File: config.mk
export PLATFORM = sky130hd
export DESIGN_NAME = pwr_wake_ctrl
export DESIGN_NICKNAME = d
export VERILOG_FILES = /design/src/rtl/pwr_wake_pkg.sv /design/src/rtl/pwr_lp_timer.sv /design/src/rtl/pwr_hold_ctr.sv /design/src/rtl/pwr_wake_ctrl.sv
export SDC_FILE = /design/constraint.sdc
export NUM_CORES = 1
export LEC_CHECK = 0
export BUFFER_PORTS_ARGS = -buffer_cell sky130_fd_sc_hd__buf_2
export CAP_MARGIN = 0
export CORE_ASPECT_RATIO = 0.7
export CORE_MARGIN = 10
export CORE_UTILIZATION = 50
export CTS_CLUSTER_DIAMETER = 80
export DETAILED_ROUTE_END_ITERATION = 7
export PLACE_DENSITY = 0.68
export SLEW_MARGIN = 30
export SYNTH_ARGS = -nofsm -noshare
export SYNTH_HDL_FRONTEND = slang
export SYNTH_SLANG_ARGS = --single-unit
File: constraint.sdc
create_clock -name clk -period 2.9 [get_ports clk]
set_input_delay 0.145 -clock clk [delete_from_list [all_inputs] [get_ports clk]]
set_output_delay 0.145 -clock clk [all_outputs]
set_load 0.02 [all_outputs]
File: src/rtl/pwr_wake_pkg.sv
package pwr_wake_pkg;

  typedef enum logic [1:0] {
    ST_OFF      = 2'd0,
    ST_FULL     = 2'd1,
    ST_LP_IDLE  = 2'd2,
    ST_LP_AWAKE = 2'd3
  } pw_state_t;

  localparam logic [1:0] MODE_FULL = 2'b00;
  localparam logic [1:0] MODE_LOW  = 2'b10;

  function automatic logic mode_is_off(input logic [1:0] m);
    return m[0];
  endfunction

endpackage

File: src/rtl/pwr_lp_timer.sv
module pwr_lp_timer #(
  parameter int STEP_MS = 200
) (
  input  logic       clk,
  input  logic       rst,
  input  logic       en,
  input  logic       ms_tick,
  input  logic [1:0] sel,
  output logic       fire
);
  localparam int MAXC = 4 * STEP_MS;
  localparam int CW   = (MAXC > 1) ? $clog2(MAXC) : 1;

  logic [CW-1:0] cnt;
  logic [CW-1:0] limit_m1;

  assign limit_m1 = CW'((int'(sel) + 1) * STEP_MS - 1);
  // >= keeps a shortened wait from wrapping when sel drops mid-count
  assign fire = en && ms_tick && (cnt >= limit_m1);

  always_ff @(posedge clk) begin
    if (rst || !en)   cnt <= '0;
    else if (ms_tick) cnt <= fire ? '0 : cnt + 1'b1;
  end

  p_cnt_bound_r6: assert property (@(posedge clk) disable iff (rst)
    int'(cnt) < MAXC);

endmodule

File: src/rtl/pwr_hold_ctr.sv
module pwr_hold_ctr #(
  parameter int HOLD_W = 2
) (
  input  logic              clk,
  input  logic              rst,
  input  logic              load,
  input  logic              step,
  input  logic [HOLD_W-1:0] sel,
  output logic              last
);
  localparam int MAXN = 1 << ((1 << HOLD_W) - 1);
  localparam int CW   = $clog2(MAXN + 1);

  logic [CW-1:0] cnt;

  assign last = (cnt <= CW'(1));

  always_ff @(posedge clk) begin
    if (rst)                  cnt <= CW'(1);
    else if (load)            cnt <= CW'(1) << sel;
    else if (step && !last)   cnt <= cnt - 1'b1;
  end

  p_hold_load_r9: assert property (@(posedge clk) disable iff (rst)
    load |=> (cnt == (CW'(1) << $past(sel))));

  p_hold_nonzero_r9: assert property (@(posedge clk) disable iff (rst)
    cnt != '0);

endmodule

File: src/rtl/pwr_wake_ctrl.sv
module pwr_wake_ctrl
  import pwr_wake_pkg::*;
#(
  parameter int STEP_MS = 200,
  parameter int HOLD_W  = 2
) (
  input  logic              clk,
  input  logic              rst,
  input  logic              ms_tick,
  input  logic [1:0]        mode_sel,
  input  logic [1:0]        lp_delay_sel,
  input  logic [HOLD_W-1:0] hold_sel,
  input  logic              prox,
  input  logic              seq_done,
  output logic              seq_start,
  output logic              low_pwr,
  output logic [1:0]        state_o
);
  pw_state_t st, st_n;
  logic      busy, busy_n, start_n;
  logic      boundary, lp_fire, hold_last;

  assign boundary = !busy || seq_done;
  assign state_o  = st;

  pwr_lp_timer #(.STEP_MS(STEP_MS)) u_timer (
    .clk     (clk),
    .rst     (rst),
    .en      ((st == ST_LP_IDLE) && !busy),
    .ms_tick (ms_tick),
    .sel     (lp_delay_sel),
    .fire    (lp_fire)
  );

  pwr_hold_ctr #(.HOLD_W(HOLD_W)) u_hold (
    .clk  (clk),
    .rst  (rst),
    .load (prox),
    .step ((st == ST_LP_AWAKE) && seq_done && !prox),
    .sel  (hold_sel),
    .last (hold_last)
  );

  always_comb begin
    st_n    = st;
    start_n = 1'b0;
    busy_n  = seq_done ? 1'b0 : busy;
    if (mode_is_off(mode_sel)) begin
      st_n   = ST_OFF;
      busy_n = 1'b0;
    end else begin
      unique case (st)
        ST_OFF: begin
          if (mode_sel == MODE_FULL) begin
            st_n    = ST_FULL;
            start_n = 1'b1;
          end else begin
            st_n = ST_LP_IDLE;
          end
        end
        ST_FULL: begin
          if (boundary) begin
            if (mode_sel == MODE_LOW) st_n = ST_LP_IDLE;
            else                      start_n = 1'b1;
          end
        end
        ST_LP_IDLE: begin
          if (boundary) begin
            if (mode_sel == MODE_FULL) begin
              st_n    = ST_FULL;
              start_n = 1'b1;
            end else if (prox) begin
              st_n    = ST_LP_AWAKE;
              start_n = 1'b1;
            end else if (lp_fire) begin
              start_n = 1'b1;
            end
          end
        end
        ST_LP_AWAKE: begin
          if (boundary) begin
            if (mode_sel == MODE_FULL) begin
              st_n    = ST_FULL;
              start_n = 1'b1;
            end else if (seq_done && !prox && hold_last) begin
              st_n = ST_LP_IDLE;
            end else begin
              start_n = 1'b1;
            end
          end
        end
        default: st_n = ST_OFF;
      endcase
    end
    if (start_n) busy_n = 1'b1;
  end

  always_ff @(posedge clk) begin
    if (rst) begin
      st        <= ST_FULL;
      busy      <= 1'b0;
      seq_start <= 1'b0;
      low_pwr   <= 1'b0;
    end else begin
      st        <= st_n;
      busy      <= busy_n;
      seq_start <= start_n;
      low_pwr   <= (st_n == ST_LP_IDLE);
    end
  end

  p_off_silent_r3: assert property (@(posedge clk) disable iff (rst)
    (st == ST_OFF) |-> !seq_start);

  p_shutdown_now_r3: assert property (@(posedge clk) disable iff (rst)
    mode_sel[0] |=> (st == ST_OFF));

  p_full_b2b_r5: assert property (@(posedge clk) disable iff (rst)
    (st == ST_FULL && seq_done && mode_sel == MODE_FULL) |=> seq_start);

  p_idle_quiet_r6: assert property (@(posedge clk) disable iff (rst)
    (st == ST_LP_IDLE && !ms_tick && !prox && !seq_done && mode_sel == MODE_LOW)
      |=> !seq_start);

  p_promote_r8: assert property (@(posedge clk) disable iff (rst)
    (st == ST_LP_IDLE && !busy && prox && mode_sel == MODE_LOW)
      |=> (st == ST_LP_AWAKE && seq_start));

endmodule

Word level (Yosys, flattened, before mapping)
Cells that the tools add are included.
W data, S select, Z words.

storage, ports and cells
  output and inout port bits = 4
  input port bits = 11
  flip-flop bits (word level) = 19
  word-level logic and storage cells = 66

operators by class
  reductions and logical operators = 18
  $add $sub $neg = 4
  equal/unequal tests = 5
  multipliers = 1
  multiplexer cells = 29
  $lt $le $gt $ge = 2
  shifts and indexed selects = 1

operators by type and width
  kind                     count
  $mul A32 B6 Y7 const B   1
  $mux W2                  10
  $mux W1                  14
  $add A10 B1 Y10 const B  1
  $ge A10 B10 Y1           1
  $mux W10                 1
  $sub A10 B2 Y10 const B  1
  $eq A2 B2 Y1 const B     4
  $logic_and A1 B1 Y1      8
  $mux W4                  2
  $pmux W2 S4              1
  $le A4 B1 Y1 const B     1
  $logic_not A1 Y1         4
  $logic_not A2 Y1         2
  $pmux W1 S4              1
  $shl A1 B2 Y4 const A    1
  $sub A4 B1 Y4 const B    1
  $add A2 B1 Y3 const B    1
  $reduce_bool A3 Y1       1
  $eq A2 B1 Y1 const B     1
  $logic_or A1 B1 Y1       2
  $reduce_bool A2 Y1       1

Longest topological paths before layout
Gate-level depths: netlist (run 1).

  word-level depth = 12
  depth in mapped cells = 10
  gate-level depth less buffers = 10

Hierarchy
Synthesis (run 1) repeated with hierarchy kept, for this count alone.

second synthesis, totals
  cell total of the unflattened synthesis = 152
  area, all modules = 1412.6 µm²

modules (own cells, without submodules)
  module         area an instance (µm²)  instances  cells an instance
  pwr_lp_timer   817.0                   1          85
  pwr_wake_ctrl  302.8                   1          33
  pwr_hold_ctr   292.8                   1          34

Worst setup path before layout (run 1)
OpenSTA, ideal clock, no wires.

  path type = input-to-reg
  from = input lp_delay_sel[0]
  to = register busy
  arrival = 1.852 ns
  buffers on the path = 0
  cell stages on the path = 10
  setup time = 0.126 ns
  slack = 0.922 ns
  cells stage by stage = inv_1 ha_1 xnor2_1 inv_1 ha_1 a211oi_1 nor2_1 a211oi_2 o2111a_1 o21ai_0

on the way
  longest elaborated chain between the ends = 12
  elaborated cells between the ends (all ways) = 13
  classes of those cells = add/sub: 2; mul: 1; order compare: 1; mux: 7; reduce/logical: 2

RTL lines
  what                                                     line                  RTL
  start, declared                                          pwr_wake_ctrl.sv:11   input logic [1:0] lp_delay_sel,
  $add A2 B1 Y3 *                                          pwr_lp_timer.sv:17    assign limit_m1 = CW'((int'(sel) + 1) * STEP_MS - 1);
  $mul A32 B6 Y7 *                                         pwr_lp_timer.sv:17
  $sub A10 B2 Y10 *                                        pwr_lp_timer.sv:17
  $ge A10 B10 Y1 *                                         pwr_lp_timer.sv:19    assign fire = en && ms_tick && (cnt >= limit_m1);
  $logic_and A1 B1 Y1 *                                    pwr_lp_timer.sv:19
  $mux W1 *                                                pwr_wake_ctrl.sv:75   end else if (lp_fire) begin
  $mux W1 *                                                pwr_wake_ctrl.sv:72   end else if (prox) begin
  $mux W1 *                                                pwr_wake_ctrl.sv:69   if (mode_sel == MODE_FULL) begin
  $mux W1 *                                                pwr_wake_ctrl.sv:68   if (boundary) begin
  $pmux W1 S4 *                                            pwr_wake_ctrl.sv:52   unique case (st)
  $mux W1 *                                                pwr_wake_ctrl.sv:48   if (mode_is_off(mode_sel)) begin
  $reduce_bool A3 Y1 (no line) or $mux W1 (tied branches)  n/a
  end signal, assigned                                     pwr_wake_ctrl.sv:106  busy <= busy_n;
  end, declared                                            pwr_wake_ctrl.sv:20   logic busy, busy_n, start_n;

Every way passes the cells marked *; elsewhere a longest branch is shown, timed or not.
A chain may end at the register's enable or synchronous reset.

Worst setup path after layout (run 1)
Ends and elaborated chain as after synthesis.

==> results.cfg, run 1 <==
[global_routing]
grtUsageMet2 = 0.166
grt_antenna_before_repair = 0
grt_max_degree = 11
grt_usage = 0.110
met3_usage = 0.0422
busiest_layer = met2
met1_usage = 0.152
grt_pass1_vias = 947
grt_overflow = 0
grt_pass1_wl_mm = 4.31

[worst_setup_path]
worst-setup-path-type = input pin to register
critPathCaptureType = register
required_ps = 3080
cp.arrival_ps = 2150
path_max_fanout = 5
critPathLaunchType = input pin

[sta]
fin_skew_ps = 7.26
fin_crit_sh = 0.679
final-max-slew-violation-count = 0
hold_viol_final = 0
maxSlewHeadroom = 0.740
max_freq_mhz = 508
rsz0062_at_grt = no
finalSetupViolCount = 0
setup_tns_ps = 0
fin_crit_ps = 1970
holdWs_ps = 63.7
tightest_slew_ps = 388

[cts]
cts-root-buf = clkbuf_4
cts_setup_buffers = 0
cts_made_buffers = 3
htreeDepth = 1
clk_latency_ps = 300
cts.sinks = 19
post_cts_resized = 0
clk_pin_slew_ps = 100
cts_tree = done
cts_hold_buffers = 0
max-clock-path-buffers = 2

[route]
via_count = 1042
dr.pass1.iters = 4
ant_nets = 0
drt_iter0_drc = 84
drc = 0
drt_wl_total_mm = 2.54
vias_per_cell = 5.43
wire_per_inst_um = 13.2

[placement]
place_area_sq_um = 1320
place_hpwl_mm = 2.05
place.gp.congestion = 0.841
numPortBuffers = 14

[synth]
ys_types = 40
synthTopCellsByArea = dfxtp_1, ha_1, xor2_1
synth_seq_area_share = 0.310
async_flop_share = 0
netlist_area_sq_um = 1230
dominantRegCellSynth = dfxtp_1
syn-num-nets = 172
syn_inst = 145
ys_seq_elements = 19
yosysWarnings = 0
yosysTopAreaCell = dfxtp_1
synth_edf_count = 0
synth.avg_cell_area_sq_um = 8.46
synth_top_area_share = 0.310

[final_layout]
area_delta_synth_final_pct = 10.0
layout_common_cells = nor2_1, dfxtp_1, ha_1, buf_2, nand2_1
drive_above_1_share = 0.125
fillCellCount = 225
fin_area_sq_um = 1350
multi_input_area_sq_um = 798
nets = 188
seq_area_sq_um = 380
utilization = 0.602
antenna_cells_inserted = 0

[job]
cap_violations = 0

[pwr]
power_density_nw_per_um2 = 359
peakVddDrop_v = 0.000350
p_leak_nw = 0.607
fin_total_pwr_mw = 0.485

[status]
status = finished, final reports clean

[die]
dieArea_sq_um = 4860
core-area_sq_um = 2240
die_h_um = 61.4
ios = 15
die_w_um = 79.2
start_util = 0.547
rows = 14

[hold_path]
hold_path.class = input pin to register
-- cells by family (layout without fill, tap and decap cells) --
| logic type | after synthesis | after routing | synth area share |
|---|---|---|---|
| fa+ha+maj | 16 | 16 | 0.163 |
| buf+inv | 12 | 27 | 0.0388 |
| xor+xnor | 13 | 13 | 0.0929 |
| simple gates | 57 | 57 | 0.234 |
| compound gates | 28 | 28 | 0.161 |
| flops | 19 | 19 | 0.310 |
-- state kept, by name (all words and copies together) (netlist names) --
signal	cells
u_hold.cnt	4
low_pwr	1
u_timer.cnt	10
state_o	2
seq_start	1
busy	1
-- path summary, 6_finish.rpt --
path,from,to,slack [ps],cells after the start
setup reg to reg,u_timer.cnt[3]$_SDFFE_PP0P_,busy$_SDFFE_PP0P_,1060,6
hold / removal,mode_sel[0],state_o[1]$_SDFF_PP0_,60,2
setup / recovery,lp_delay_sel[0],busy$_SDFFE_PP0P_,930,11
hold reg to reg,u_timer.cnt[1]$_SDFFE_PP0P_,u_timer.cnt[1]$_SDFFE_PP0P_,540,2
-- cell usage after synthesis (2+ instances only) --
master and count:
dfxtp_1 19, nor2_1 19, ha_1 16, nand2_1 10, inv_1 9, xor2_1 9
o21ai_0 7, and3_1 5, nand3_1 5, a21oi_1 4, nor3_1 4, xnor2_1 4
nand3b_1 3, buf_2 2, nand4_1 2, nor2b_1 2, o211ai_1 2
-- critical path: stages --
cell	delay [ps]
buf_2	140
inv_1	110
ha_1	310
xnor2_1	190
inv_1	70
ha_1	280
a211oi_1	240
nor2_1	90
a211oi_2	280
o2111a_1	230
o21ai_0	70
-- routing by layer --
metal | up-vias | wire length (um)
met4 | 0 | 8
met2 | 21 | 1070
li1 | 545 | -
met1 | 474 | 1350
met5 | - | 0
met3 | 2 | 118
-- cell type report --
type	count	area share
Multi-Input combinational cell	114	0.592
Sequential cell	19	0.282
Tap cell	32	0.0297
Clock buffer	4	0.0195
Timing Repair Buffer	14	0.0519
Inverter	9	0.0250
-- where the power goes --
group          switching, mW  leakage (nW)  internal, mW
Combinational         0.0433         0.437        0.0310
Clock                 0.0806        0.0150        0.0536
Sequential           0.00829         0.155         0.268
-- metrics by stage --
stage                     setup slack (ps)  cells
after global routing                   743    192
after CTS                              933    192
final                                  931    192
after global placement                 659    188
after detailed placement               607    188
after floorplan                        922    145
Note: power is estimated with default switching activity, not from simulation.
==> inputs of run 2 (changes only) <==
PLACE_DENSITY = 0.71   (was 0.68)
clock period = 1.8 ns   (was 2.9 ns; I/O delays follow)
==> results.cfg, run 2 (synthesis gave the netlist of run 1 again) <==
[final_layout]
regMostFlops = u_timer.cnt
antenna_cells_inserted = 0
drive_above_1_share = 0.232
layout_common_cells = nor2_1, dfxtp_1, ha_1, buf_2, nand2_1
largest_register_ffs = 10
fin_area_sq_um = 1470
nets = 196
area_delta_synth_final_pct = 19.7

[sta]
fin_crit_ps = 1700
fin_crit_sh = 0.944
tightest_slew_ps = 373
maxSlewHeadroom = 0.750
max_freq_mhz = 589
final-max-slew-violation-count = 0
fin_skew_ps = 1.41
finalSetupViolCount = 0
hold_viol_final = 0

[cts]
cts_tree = done
cts.sinks = 19
max-clock-path-buffers = 2
clk_pin_slew_ps = 110
post_cts_resized = 0
cts-root-buf = clkbuf_4
htreeDepth = 1
cts_setup_buffers = 0
cts_hold_buffers = 0
cts_made_buffers = 3
clk_latency_ps = 300

[worst_setup_path]
critPathLaunchType = register
worst-setup-path-type = register to register
cp.arrival_ps = 1940
reg2reg_slack_ps = 100
critPathCaptureType = register
critical_path.cell_chain = ha_1, a311oi_2, o21bai_1, a211oi_2, o21ai_2, buf_6, nor2_1
required_ps = 2040
rr_startpoint = u_timer.cnt[0]$_SDFFE_PP0P_
path_max_fanout = 4
worst_path_max_delay_cell = dfxtp_2
slowest_delay_ps = 350
setup.worst_path.start = u_timer.cnt[0]$_SDFFE_PP0P_

[die]
ios = 15
dieArea_sq_um = 4860
die_h_um = 61.4
rows = 14
start_util = 0.547
core-area_sq_um = 2240
die_w_um = 79.2

[global_routing]
grt_pass1_wl_mm = 4.38
grt_antenna_before_repair = 0
grt_max_degree = 12
grt_usage = 0.113
grt_overflow = 0
grt_pass1_vias = 1000

[job]
cap_violations = 0

[placement]
place.gp.congestion = 0.800
numPortBuffers = 14
place_hpwl_mm = 2.20
place_area_sq_um = 1400

[pwr]
power_density_nw_per_um2 = 546
p_leak_nw = 0.652
fin_total_pwr_mw = 0.801
peakVddDrop_v = 0.000335

[route]
wire_per_inst_um = 13.5
vias_per_cell = 5.45
drt_iter0_drc = 47
via_count = 1090
dr.pass1.iters = 4
drt_wl_total_mm = 2.71
ant_nets = 0
drc = 0

[hold_path]
hold_path.class = input pin to register
hp-start = mode_sel[0]

[status]
status = finished, final reports clean
==> run 2: cell types whose count changed in the layout (fill, tap and decap cells not counted), sizes merged <==
| cell | change |
|---|---|
| clkbuf | -1 |
| clkinv | +1 |
| buf | +8 |
==> run 2: final cells by class <==
type	instances	area [sq um]
multi-input combinational	114	846
fill	199	774
timing repair buffer	22	138
sequential	19	383
clock buffer	3	22.5
clock inverter	1	5.00
inverter	9	33.8
tap	32	40.0
==> run 2: final timing paths <==
kind,end,cells past startpoint
setup / recovery,u_timer.cnt[8]$_SDFFE_PP0P_,7
hold / removal,state_o[1]$_SDFF_PP0_,2
setup reg to reg,u_timer.cnt[8]$_SDFFE_PP0P_,7
hold reg to reg,u_timer.cnt[1]$_SDFFE_PP0P_,2
==> run 2: metrics by stage <==
step	utilization	cells	hold WS, ps	setup TNS [ps]	setup WS (ps)
detailed placement	0.624	196	332	-2280	-230
global placement	0.624	196	320	-1390	-150
global route	0.655	200	28.6	-41.8	-11.2
floorplan	-	145	178	0	11.1
CTS	0.637	200	3.72	0	46.0
finish	0.655	200	28.2	0	102
==> run 2: report_power, final <==
| part | leakage, nW | total [mW] | internal [mW] | switching, mW |
|---|---|---|---|---|
| Clock | 0.0177 | 0.215 | 0.0828 | 0.132 |
| Combinational | 0.479 | 0.141 | 0.0623 | 0.0782 |
| Sequential | 0.156 | 0.446 | 0.432 | 0.0143 |
| Total | 0.652 | 0.801 | 0.577 | 0.225 |
==> run 2: per-layer routing <==
metal | up-vias | part of all wire | GRT usage
met5 | - | 0 | 0
met4 | 0 | 0.0030 | 0.0204
met3 | 2 | 0.076 | 0.0480
met2 | 33 | 0.43 | 0.173
met1 | 499 | 0.49 | 0.146
li1 | 556 | - | -
==> run 2: worst max-delay path, delay by kind of cell (launching register included) <==
family	cells	cell delay, ps
AOI/OAI and AO/OA	4	810
adders and majority gates	1	240
buffers and inverters	1	150
DFF	1	350
and+or+nand+nor	1	90
